## src/rtl/supsv_pkg.sv

```systemverilog
package supsv_pkg;

  typedef enum logic [2:0] {
    PH_HOLD,   // supply bad or forced: counter cleared
    PH_POR,    // power-on hold: slow charge
    PH_DIS,    // watchdog discharge
    PH_CHG,    // recharge after heartbeat
    PH_WDR     // watchdog reset pulse: fast charge
  } phase_t;

  typedef enum logic [2:0] {
    OP_CLEAR,
    OP_KEEP,
    OP_UP1,
    OP_DOWN1,
    OP_FAST,
    OP_MID
  } ramp_op_t;

  localparam int unsigned POR_MULT = 10;
  localparam int unsigned FAST_DIV = 5;

  function automatic int unsigned ramp_top(input int unsigned wd);
    return POR_MULT * wd;
  endfunction

  function automatic int unsigned ramp_floor(input int unsigned wd);
    return (POR_MULT - 1) * wd;
  endfunction

  function automatic int unsigned ramp_mid(input int unsigned wd);
    return ramp_floor(wd) + wd / 2;
  endfunction

  function automatic int unsigned ramp_width(input int unsigned wd);
    return $clog2(ramp_top(wd) + 1);
  endfunction

endpackage

```

## src/rtl/supsv_hb_sync.sv

```systemverilog
module supsv_hb_sync #(
  parameter int unsigned SYNC_STAGES = 2
) (
  input  logic clk,
  input  logic arst_n,
  input  logic hb_in,
  output logic hb_fall
);

  logic [SYNC_STAGES-1:0] chain_q;
  logic                   hist1_q;
  logic                   hist2_q;
  logic                   hb_s;

  for (genvar i = 0; i < SYNC_STAGES; i++) begin : g_stage
    if (i == 0) begin : g_first
      always_ff @(posedge clk or negedge arst_n) begin
        if (!arst_n) chain_q[i] <= 1'b1;
        else         chain_q[i] <= hb_in;
      end
    end else begin : g_next
      always_ff @(posedge clk or negedge arst_n) begin
        if (!arst_n) chain_q[i] <= 1'b1;
        else         chain_q[i] <= chain_q[i-1];
      end
    end
  end

  assign hb_s = chain_q[SYNC_STAGES-1];

  always_ff @(posedge clk or negedge arst_n) begin
    if (!arst_n) begin
      hist1_q <= 1'b1;
      hist2_q <= 1'b1;
    end else begin
      hist1_q <= hb_s;
      hist2_q <= hist1_q;
    end
  end

  // high, then two consecutive low samples
  assign hb_fall = hist2_q & ~hist1_q & ~hb_s;

  assert_fall_spaced_R9: assert property (
    @(posedge clk) disable iff (!arst_n) hb_fall |=> !hb_fall);

endmodule

```

## src/rtl/supsv_ramp.sv

```systemverilog
module supsv_ramp
  import supsv_pkg::*;
#(
  parameter int unsigned WD_CYC = 40,
  parameter int unsigned CW     = 9
) (
  input  logic          clk,
  input  logic          arst_n,
  input  ramp_op_t      op,
  output logic [CW-1:0] cnt,
  output logic          por_done,
  output logic          fast_done,
  output logic          floor_hit
);

  localparam logic [CW-1:0] TOP_V   = CW'(ramp_top(WD_CYC));
  localparam logic [CW-1:0] FLOOR_V = CW'(ramp_floor(WD_CYC));
  localparam logic [CW-1:0] MID_V   = CW'(ramp_mid(WD_CYC));
  localparam logic [CW-1:0] STEP_V  = CW'(FAST_DIV);
  localparam logic [CW-1:0] ONE_V   = CW'(1);

  logic [CW-1:0] cnt_q;
  logic [CW-1:0] cnt_d;

  assign por_done  = (cnt_q == TOP_V - ONE_V);
  assign fast_done = (cnt_q >= TOP_V - STEP_V);
  assign floor_hit = (cnt_q == FLOOR_V + ONE_V);

  always_comb begin
    unique case (op)
      OP_CLEAR: cnt_d = '0;
      OP_UP1:   cnt_d = cnt_q + ONE_V;
      OP_DOWN1: cnt_d = cnt_q - ONE_V;
      OP_FAST:  cnt_d = fast_done ? TOP_V : cnt_q + STEP_V;
      OP_MID:   cnt_d = MID_V;
      default:  cnt_d = cnt_q;
    endcase
  end

  always_ff @(posedge clk or negedge arst_n) begin
    if (!arst_n) cnt_q <= '0;
    else         cnt_q <= cnt_d;
  end

  assign cnt = cnt_q;

  assert_ramp_bound_R8: assert property (
    @(posedge clk) disable iff (!arst_n) cnt_q <= TOP_V);

endmodule

```

## src/rtl/supsv_phase_ctl.sv

```systemverilog
module supsv_phase_ctl
  import supsv_pkg::*;
(
  input  logic     clk,
  input  logic     arst_n,
  input  logic     sup_lo_ok,
  input  logic     sup_hi_ok,
  input  logic     force_rst,
  input  logic     wd_inhibit,
  input  logic     hb_fall,
  input  logic     por_done,
  input  logic     fast_done,
  input  logic     floor_hit,
  output ramp_op_t op,
  output logic     rst_d
);

  phase_t ph_q;
  phase_t ph_d;
  logic   fail_now;

  assign fail_now = ~sup_lo_ok | force_rst;

  always_comb begin
    ph_d = ph_q;
    op   = OP_KEEP;
    if (fail_now) begin
      ph_d = PH_HOLD;
      op   = OP_CLEAR;
    end else begin
      unique case (ph_q)
        PH_HOLD: begin
          op = OP_CLEAR;
          if (sup_hi_ok) ph_d = PH_POR;
        end
        PH_POR: begin
          op = OP_UP1;
          if (por_done) ph_d = PH_DIS;
        end
        PH_DIS: begin
          if (wd_inhibit) begin
            op = OP_MID;
          end else if (hb_fall) begin
            ph_d = PH_CHG;
          end else begin
            op = OP_DOWN1;
            if (floor_hit) ph_d = PH_WDR;
          end
        end
        default: begin  // PH_CHG, PH_WDR
          if (wd_inhibit) begin
            ph_d = PH_DIS;
            op   = OP_MID;
          end else begin
            op = OP_FAST;
            if (fast_done) ph_d = PH_DIS;
          end
        end
      endcase
    end
  end

  always_ff @(posedge clk or negedge arst_n) begin
    if (!arst_n) ph_q <= PH_HOLD;
    else         ph_q <= ph_d;
  end

  assign rst_d = (ph_d == PH_HOLD) | (ph_d == PH_POR) | (ph_d == PH_WDR);

  assert_hold_hyst_R4: assert property (
    @(posedge clk) disable iff (!arst_n)
    (ph_q == PH_HOLD && !sup_hi_ok) |=> (ph_q == PH_HOLD));

  assert_por_ignores_hb_R6: assert property (
    @(posedge clk) disable iff (!arst_n)
    (ph_q == PH_POR && !fail_now) |=> (ph_q == PH_POR || ph_q == PH_DIS));

  assert_timeout_R7: assert property (
    @(posedge clk) disable iff (!arst_n)
    (ph_q == PH_DIS && !fail_now && !wd_inhibit && !hb_fall && floor_hit)
      |=> (ph_q == PH_WDR));

  assert_pulse_holds_R8: assert property (
    @(posedge clk) disable iff (!arst_n)
    (ph_q == PH_WDR && !fail_now && !wd_inhibit && !fast_done)
      |=> (ph_q == PH_WDR));

  assert_force_R11: assert property (
    @(posedge clk) disable iff (!arst_n) force_rst |=> (ph_q == PH_HOLD));

endmodule

```

## src/rtl/supply_supervisor.sv

```systemverilog
module supply_supervisor
  import supsv_pkg::*;
#(
  parameter int unsigned WD_CYC      = 40,
  parameter int unsigned SYNC_STAGES = 2
) (
  input  logic clk,
  input  logic arst_n,
  input  logic sup_lo_ok,
  input  logic sup_hi_ok,
  input  logic hb_in,
  input  logic force_rst,
  input  logic wd_inhibit,
  output logic sys_reset,
  output logic sys_reset_n
);

  localparam int unsigned   CW    = ramp_width(WD_CYC);
  localparam logic [CW-1:0] MID_V = CW'(ramp_mid(WD_CYC));

  ramp_op_t      op;
  logic [CW-1:0] cnt;
  logic          hb_fall;
  logic          por_done;
  logic          fast_done;
  logic          floor_hit;
  logic          rst_d;
  logic          rst_q;
  logic          rstn_q;

  supsv_hb_sync #(.SYNC_STAGES(SYNC_STAGES)) u_sync (
    .clk     (clk),
    .arst_n  (arst_n),
    .hb_in   (hb_in),
    .hb_fall (hb_fall)
  );

  supsv_ramp #(.WD_CYC(WD_CYC), .CW(CW)) u_ramp (
    .clk       (clk),
    .arst_n    (arst_n),
    .op        (op),
    .cnt       (cnt),
    .por_done  (por_done),
    .fast_done (fast_done),
    .floor_hit (floor_hit)
  );

  supsv_phase_ctl u_ctl (
    .clk        (clk),
    .arst_n     (arst_n),
    .sup_lo_ok  (sup_lo_ok),
    .sup_hi_ok  (sup_hi_ok),
    .force_rst  (force_rst),
    .wd_inhibit (wd_inhibit),
    .hb_fall    (hb_fall),
    .por_done   (por_done),
    .fast_done  (fast_done),
    .floor_hit  (floor_hit),
    .op         (op),
    .rst_d      (rst_d)
  );

  always_ff @(posedge clk or negedge arst_n) begin
    if (!arst_n) begin
      rst_q  <= 1'b1;
      rstn_q <= 1'b0;
    end else begin
      rst_q  <= rst_d;
      rstn_q <= ~rst_d;
    end
  end

  assign sys_reset   = rst_q;
  assign sys_reset_n = rstn_q;

  assert_complement_R2: assert property (
    @(posedge clk) disable iff (!arst_n) sys_reset != sys_reset_n);

  assert_supply_fail_R3: assert property (
    @(posedge clk) disable iff (!arst_n)
    !sup_lo_ok |=> (sys_reset && cnt == '0));

  assert_inhibit_mid_R10: assert property (
    @(posedge clk) disable iff (!arst_n)
    (wd_inhibit && sup_lo_ok && !force_rst && !sys_reset)
      |=> (cnt == MID_V && !sys_reset));

endmodule

```

## config.mk

```make
export PLATFORM = sky130hd
export DESIGN_NAME = supply_supervisor
export DESIGN_NICKNAME = d
export VERILOG_FILES = /design/src/rtl/supsv_pkg.sv /design/src/rtl/supsv_hb_sync.sv /design/src/rtl/supsv_ramp.sv /design/src/rtl/supsv_phase_ctl.sv /design/src/rtl/supply_supervisor.sv
export SDC_FILE = /design/constraint.sdc
export NUM_CORES = 1
export LEC_CHECK = 0
export ABC_AREA = 1
export CAP_MARGIN = 10
export CELL_PAD_IN_SITES_DETAIL_PLACEMENT = 2
export CELL_PAD_IN_SITES_GLOBAL_PLACEMENT = 2
export CORE_ASPECT_RATIO = 0.8
export CORE_MARGIN = 1
export CORE_UTILIZATION = 29
export CTS_CLUSTER_SIZE = 30
export DETAILED_ROUTE_END_ITERATION = 7
export GPL_TIMING_DRIVEN = 0
export HOLD_SLACK_MARGIN = 0.03
export PLACE_DENSITY_LB_ADDON = 0.1
export SLEW_MARGIN = 20
export SYNTH_ARGS = -nofsm -noshare
export SYNTH_HDL_FRONTEND = slang
export SYNTH_HIERARCHICAL = 1
export SYNTH_SLANG_ARGS = --single-unit
```

## constraint.sdc

```tcl
create_clock -name clk -period 2.77 [get_ports clk]
set_clock_uncertainty 0.1 [all_clocks]
set_input_delay 0.6925 -clock clk [delete_from_list [all_inputs] [get_ports clk]]
set_output_delay 0.6925 -clock clk [all_outputs]
set_load 0.02 [all_outputs]
```

# ---- Word-level counts from Yosys, hierarchy flattened
# Cells that the tools add are included.
# Widths: inputs -> output; s select.
dict set report classes {
  magnitude_cmp 1
  mux 16
  n_reduce_logical 4
  addsub 3
  n_eq_ne 10
  bitwise 9
}
# op count
set ops {}
lappend ops {{$pmux 9 s5} 1}
lappend ops {{$mux 3} 10}
lappend ops {{$eq 9x9->1 const B} 2}
lappend ops {{$pmux 3 s3} 2}
lappend ops {{$add 9x1->9 const B} 1}
lappend ops {{$add 9x3->9 const B} 1}
lappend ops {{$eq 3x2->1 const B} 3}
lappend ops {{$eq 3x3->1 const B} 3}
lappend ops {{$ge 9x9->1 const B} 1}
lappend ops {{$logic_not 3->1} 3}
lappend ops {{$mux 9} 1}
lappend ops {{$sub 9x1->9 const B} 1}
lappend ops {{$eq 3x1->1 const B} 2}
lappend ops {{$reduce_bool 5->1} 1}
lappend ops {{$not 1->1} 4}
lappend ops {{$or 1x1->1} 3}
lappend ops {{$and 1x1->1} 2}
lappend ops {{$mux 2} 1}
lappend ops {{$mux 1} 1}
dict set report totals {
  inputBits 7
  elab_cells 51
  output_inout_bits 2
  reg_bits 18
}

# ---- Depth between registers and ports, before layout
# Gate-level depths: netlist of the first run.
dict set report depth {
  word_depth 11
  depth_mapped 22
  mapped_depth_nobuf 22
}

# ---- Cells and area by module
# The synthesis of the first run kept the hierarchy.
# module area_per_inst_um2 n_inst cells_each seq_area_each_um2
set by_module_without_submodules {}
lappend by_module_without_submodules {supsv_ramp 1104.8 1 187 225.2}
lappend by_module_without_submodules {supsv_phase_ctl 279.0 1 48 75.1}
lappend by_module_without_submodules {supsv_hb_sync 118.9 1 7 105.1}
lappend by_module_without_submodules {supply_supervisor 55.1 1 3 51.3}

# ---- Worst setup path after synthesis of the first run
# Ideal clock, no wire load.
dict set report synth_path {
  path_type {input -> register}
  from {input wd_inhibit}
  to {register u_ramp.cnt_q[8] (netlist: u_ramp/cnt[8])}
  path_slack_ns -0.119
  required_ns 2.553
  cell_stages 21
  path_buffers 0
  arrival_ns 2.672
  setup_time_ns 0.117
  cell_sequence {inv_1 > nand2_1 > nor2_2 > a21oi_1 > nor3_1 > nand3_2 > nand2_1 > nand2_1 > inv_1 > ha_1 > inv_1 > nand2_1 > nand3_1 > nand2_2 > nand2_1 > nand2_1 > nand2_1 > nand3_1 > nand2_1 > nand2_1 > nand2_1}
}
dict set report synth_between {
  elab_chain_cells 5
  elab_cells_between_ends 11
  cone_classes {4 x eq/ne; 5 x mux; 2 x reduce/logical}
}
# element line_no
set synth_lines {}
lappend synth_lines {{start, declared} supply_supervisor.sv:13} ;# input logic wd_inhibit,
lappend synth_lines {{$mux 3 (*)} supsv_phase_ctl.sv:41} ;# if (wd_inhibit) begin
lappend synth_lines {{$pmux 3 s3 (*)} supsv_phase_ctl.sv:31} ;# unique case (ph_q)
lappend synth_lines {{$mux 3 (*)} supsv_phase_ctl.sv:27} ;# if (fail_now) begin
lappend synth_lines {{named net op[1]} supply_supervisor.sv:21} ;# ramp_op_t op;
lappend synth_lines {{$eq 3x3->1 (tied with other cells)} supsv_ramp.sv:30} ;# unique case (op)
lappend synth_lines {{$pmux 9 s5 / $reduce_bool 5->1 (equally long branches)} n/a}
lappend synth_lines {{end signal, assigned} supsv_ramp.sv:42} ;# else cnt_q <= cnt_d;
lappend synth_lines {{end, declared} supsv_ramp.sv:22} ;# logic [CW-1:0] cnt_q;
# The timed path passes the listed nets; every way through them passes the cells marked *.
# A chain may end at the register's enable or synchronous reset.

# ---- Worst setup path after layout of the first run
# Same ends and word-level chain as after synthesis.

==> impl_metrics.tcl, run 1 <==
set metrics [dict create \
    outcome "completed" \
    hp-class "flop to flop" \
    area_growth_syn_to_layout_pct 37.5 \
    multi_input_area_mm2 0.00110 \
    synthTopCellsByArea "dfrtp_1 21%, nand2_1 17%, inv_1 9.4%, dfstp_2 8.4%, nand3_1 5.8%" \
    cts_max_level 1 \
    grt_max_degree 19 \
    cp-end-kind "flop" \
    start_util 0.306 \
    dr.pass1.iters 4 \
    root_buffer "clkbuf_8" \
    synth_fp_nets 258 \
    slew_violations 0 \
    gp_congestion 0.745 \
    post-dp-hpwl_um 4190 \
    fmax_ghz 0.378 \
    place_area_mm2 0.00172 \
    criticalPathCategory "primary input to flop" \
    fp.dieW_um 83.9 \
    power_density_mw_per_mm2 254 \
    relSlewSlack 0.419 \
    hold_viol 0 \
    reg2reg_depth 20 \
    nFillCells 605 \
    ir_worst_vdd_v 0.000209 \
    drtIter0Drc 60 \
    num_rows 23 \
    yosysTopAreaCellShare 0.209 \
    layout-drive-gt1-share 0.332 \
    clk-insertion-delay-late_ps 260 \
    synthFlopType "dfrtp_1" \
    finalPower_w 0.000545 \
    synth_common_cells "71 x nand2_1, 39 x inv_1, 21 x nor2_1" \
    critPathArrivalTime_ps 2700 \
    vias_per_cell 5.19 \
    die_h_um 67.6 \
    yosysTopAreaCell "dfrtp_1" \
    grt-ovfl-total 0 \
    tritoncts "built" \
    seq_area_um2 458 \
    insertedDiodeCount 0 \
    maxCapViolCount 0 \
    cts_buffer_depth 2 \
    grt_first_pass_wirelength_um 9530 \
    slowest_stage "nor3_4" \
    port_buffers 8 \
    yosysSeqAreaShare 0.293 \
    cp_data_required_time_ps 2820 \
    ant_nets 0 \
    grt_pass1_vias 1809 \
    wl_per_cell_um 18.9 \
    yosysMostFrequentCell "nand2_1" \
    ys_types 28 \
    p_leak_nw 1.03 \
    syn_area_mm2 0.00156 \
    fin_hold_ws_ps 262 \
    drc 0 \
    ios 9 \
    synth_cells 245 \
    path_max_fanout 7 \
    cpMostUsedCell "nand2_1" \
    clkSinkCount 18 \
    synth-seq-cells 18 \
    yosys_warnings 6 \
    dieArea_mm2 0.00567 \
    synth_edf_count 0 \
    syn_area_per_cell_um2 6.36 \
    min_path_cells 0 \
    startpoint_type "primary input" \
    fin_crit_sh 0.956 \
    stdcell_area_mm2 0.00214 \
    antenna_found_initial 0 \
    num-nets-final 294 \
    numCtsBuffers 3 \
    tightest_slew_ps 869 \
    async_flop_share 1.00 \
    cts.clk_slew.worst_paths_ps 80 \
    core_mm2 0.00509 \
    finalSetupViolCount 0 \
    crit_chain "buf_6 > inv_2 > nand2_2 > nor2_4 > a21oi_4 > nor3_4 > buf_12 > nand3_4 > buf_4 > nand2_1 > nand2_2 > inv_1 > nand3_2 > nand2_4 > nand2_2 > nand2_1 > nand2_1 > nand3_2 > nand2_1 > nand2_1 > nand2_1" \
    vias 1775 \
    grt_usage 0.224 \
    min_period_ps 2650 \
    totalWireLength_um 6450 \
    final.setup.tns_ps 0 \
    slowest_delay_ps 210 \
]
-- path summary, 6_finish.rpt --
check,from,slack (ps),end
worst max-delay path,wd_inhibit,120,u_ramp/cnt[8]
worst min-delay path,u_sync/chain_q[0],260,u_sync/hb_s
worst max register to register,u_ctl/ph_q[2],140,u_ramp/cnt[8]
worst min register to register,u_sync/chain_q[0],260,u_sync/hb_s
max in group asynchronous,arst_n,1160,u_ctl/ph_q[0]
min in group asynchronous,arst_n,820,u_ctl/ph_q[2]
-- placed cells by master (no fill, tap or decap), types with 3 or more instances in the layout --
master / count
xor2_1: 5
nand2_2: 14
dfstp_2: 5
o21ai_0: 14
inv_2: 6
inv_1: 33
dfrtp_1: 12
a21oi_1: 5
buf_4: 20
o21ai_1: 4
nand3_2: 5
nor2_2: 9
clkbuf_8: 4
nor2_1: 17
nand2_1: 61
a21oi_2: 3
nand4_1: 5
nand3_1: 14
clkdlybuf4s50_1: 5
nor2_4: 5
-- power by group --
part | switching [W] | internal, W
clock | 0.0000990 | 0.000127
combinational | 0.0000276 | 0.0000197
sequential | 0.00000279 | 0.000269
total | 0.000129 | 0.000415
-- state kept, by name, summed over array words and instances (netlist names) --
signal	flops
u_ramp/cnt	9
u_ctl/ph_q	3
u_sync/chain_q	1
u_sync/hist2_q	1
u_sync/hb_s	1
u_sync/hist1_q	1
sys_reset	1
sys_reset_n	1
-- what timing repair did --
action,CTS,global route
gates resized for setup,32,25
hold buffers,0,0
buffers inserted,15,8
pin swaps,14,14
endpoints found under the setup margin,9,7
-- layout make-up --
class	count	share of cell area
Buffer	2	0.00467
Clock buffer	4	0.0257
Inverter	41	0.0742
Multi-Input combinational cell	184	0.515
Sequential cell	18	0.214
Tap cell	62	0.0362
Timing Repair Buffer	31	0.131
-- worst max-delay path, delay by kind of cell --
| family | cells | cell delay (ps) |
|---|---|---|
| and+or+nand+nor | 15 | 1330 |
| buffers and inverters | 5 | 600 |
| AOI/OAI and AO/OA | 1 | 80 |
-- logic make-up after synthesis --
logic type / Yosys count / synth area share
XOR/XNOR: 5 / 0.0281
AO/OA/AOI/OAI: 34 / 0.123
AND/OR/NAND/NOR: 139 / 0.402
flip-flops: 18 / 0.293
buffers and inverters: 43 / 0.105
adder cells (fa/ha/maj): 6 / 0.0482
-- per-layer routing --
layer	wire, µm	part of all wire	GRT usage	up-vias
met3	175	0.027	0.0330	14
met5	0	0	0	-
met2	3080	0.48	0.397	35
met4	93	0.014	0.0216	0
met1	3110	0.48	0.304	883
li1	-	-	-	843
-- through the flow --
step / worst slack [ps] / cells / util
2_1_floorplan: 91.5 / 245 / -
3_3_place_gp: -965 / 315 / 0.338
3_5_place_dp: -1030 / 315 / 0.338
4_1_cts: 27.1 / 334 / 0.396
5_1_grt: -40.7 / 342 / 0.421
6_report: 121 / 342 / 0.421
Power figures use the tool's default switching activity.
==> run 2, diff against run 1 <==
- SKIP_CTS_REPAIR_TIMING: unset -> 1
==> impl_metrics.tcl, run 2 (synthesized netlist as in run 1, its figures left out) <==
set metrics [dict create \
    switchingPower_w 0.000126 \
    hp-class "flop to flop" \
    power_frac_clock 0.416 \
    cp_num_cells 20 \
    post-dp-hpwl_um 4190 \
    criticalPathCategory "primary input to flop" \
    core_mm2 0.00509 \
    hold_viol 0 \
    totalWireLength_um 6040 \
    power_frac_seq 0.505 \
    port_buffers 8 \
    grt_first_pass_wirelength_um 8420 \
    drc 0 \
    min_path_cells 0 \
    num_rows 23 \
    die_h_um 67.6 \
    p_leak_nw 0.970 \
    cpMostUsedCell "nand2_1" \
    grt_pass1_vias 1624 \
    ios 9 \
    area_growth_syn_to_layout_pct 31.3 \
    root_buffer "clkbuf_8" \
    fin_crit_sh 0.985 \
    numCtsBuffers 3 \
    mostFrequentLayoutCells "59 x nand2_1, 35 x inv_1, 18 x nor2_1, 17 x nand2_2" \
    final_common_cell "nand2_1" \
    num-nets-final 283 \
    slew_violations 0 \
    grt_max_degree 19 \
    layout-drive-gt1-share 0.297 \
    p_comb_frac 0.078 \
    tightest_slew_ps 847 \
    outcome "completed" \
    wl_per_cell_um 18.2 \
    path_max_fanout 7 \
    swShare 0.234 \
    tritoncts "built" \
    startpoint_type "primary input" \
    cts_buffer_depth 2 \
    fin_hold_ws_ps 262 \
    critPathArrivalTime_ps 2780 \
    cp_data_required_time_ps 2820 \
    insertedDiodeCount 0 \
    grt_usage 0.198 \
    vias_per_cell 5.11 \
    ir_worst_vdd_v 0.000221 \
    clkSinkCount 18 \
    vias 1690 \
    clk-insertion-delay-late_ps 260 \
    dr.pass1.iters 4 \
    power.internal_w 0.000412 \
    cts_max_level 1 \
    slowest_delay_ps 230 \
    cp-end-kind "flop" \
    drtIter0Drc 53 \
    fin_util 0.402 \
    fp.dieW_um 83.9 \
    grt-ovfl-total 0 \
    min_period_ps 2730 \
    crit_buf_inv 5 \
    place_area_mm2 0.00172 \
    cts.clk_slew.worst_paths_ps 70 \
    start_util 0.306 \
    relSlewSlack 0.434 \
    dieArea_mm2 0.00567 \
    crit_chain "buf_2 > inv_2 > nand2_2 > nor2_4 > a21oi_2 > nor3_4 > buf_12 > nand2_2 > nor2_4 > buf_12 > buf_4 > o21ai_0 > o21ai_2 > nand2_1 > nand2_1 > nand2_1 > nand3_1 > nand2_1 > nand2_1 > nand2_1" \
    slowest_stage "nor3_4" \
    finalSetupViolCount 0 \
    gp_congestion 0.745 \
    finalPower_w 0.000538 \
    maxCapViolCount 0 \
    stdcell_area_mm2 0.00205 \
    ant_nets 0 \
    antenna_found_initial 0 \
    path_delay_family "simple AND/OR/NAND/NOR gates" \
    largest_register_ffs 9 \
    reg2reg_depth 19 \
    power_density_mw_per_mm2 263 \
    fmax_ghz 0.366 \
]
## run 2: cell count changes in the layout (fill, tap and decap cells not counted), sizes merged
cell          previous run  this run
dlymetal6s2s             0         2
dlygate4sd2              2         0
buf                     26        15
## run 2: metal layers
layer  track usage  vias up  part of all wire
li1              -      824                 -
met1         0.285      840              0.50
met2         0.323       22              0.46
met3        0.0330        4             0.028
met4        0.0216        0            0.0083
met5             0        -                 0
## run 2: power by group through the flow
| stage | Sequential [W] | Combinational, W | Clock, W |
|---|---|---|---|
| after floorplan | 0.000275 | 0.0000125 | 0 |
| after detailed placement | 0.000277 | 0.0000310 | 0 |
| after CTS | 0.000272 | 0.0000317 | 0.000227 |
| after global placement | 0.000276 | 0.0000302 | 0 |
| final | 0.000272 | 0.0000422 | 0.000224 |
| after global routing | 0.000272 | 0.0000456 | 0.000238 |
## run 2: final timing paths
check,from,endpoint,slack (ps)
worst max-delay path,wd_inhibit,u_ramp/cnt[5],40
worst min-delay path,u_sync/chain_q[0],u_sync/hb_s,260
worst max register to register,u_ctl/ph_q[0],u_ramp/cnt[5],60
worst min register to register,u_sync/chain_q[0],u_sync/hb_s,260
max in group asynchronous,arst_n,u_ctl/ph_q[0],1180
min in group asynchronous,arst_n,u_ctl/ph_q[2],810
## run 2: layout make-up
class	count	area [µm²]
Fill cell	612	3050
Tap cell	62	77.6
Timing Repair Buffer	20	195
Clock buffer	4	55.1
Buffer	2	10.0
Multi-Input combinational cell	184	1090
Inverter	41	161
Sequential cell	18	458
## run 2: worst reg2reg max path: stages, from the launching register on
cell and delay (ps):
dfrtp_2 450, inv_2 120, nand2_2 100, nor2_4 160
a21oi_2 90, nor3_4 240, buf_12 160, nand2_2 70
nor2_4 130, buf_12 140, buf_4 110, o21ai_0 90
o21ai_2 130, nand2_1 130, nand2_1 80, nand2_1 50
nand3_1 70, nand2_1 80, nand2_1 60, nand2_1 50
## run 2: per-stage QoR
step	setup TNS (ps)	worst slack, ps	cells
final	0	40.3	331
after global routing	-479	-104	331
after CTS	-5250	-790	319
after detailed placement	-7330	-1030	315
after global placement	-6890	-965	315
after floorplan	0	91.5	245
==> run 3, diff against run 2 <==
- SKIP_LAST_GASP: unset -> 1
==> results of run 3 <==
Final layout, timing and power as in run 2 (identical DEF).
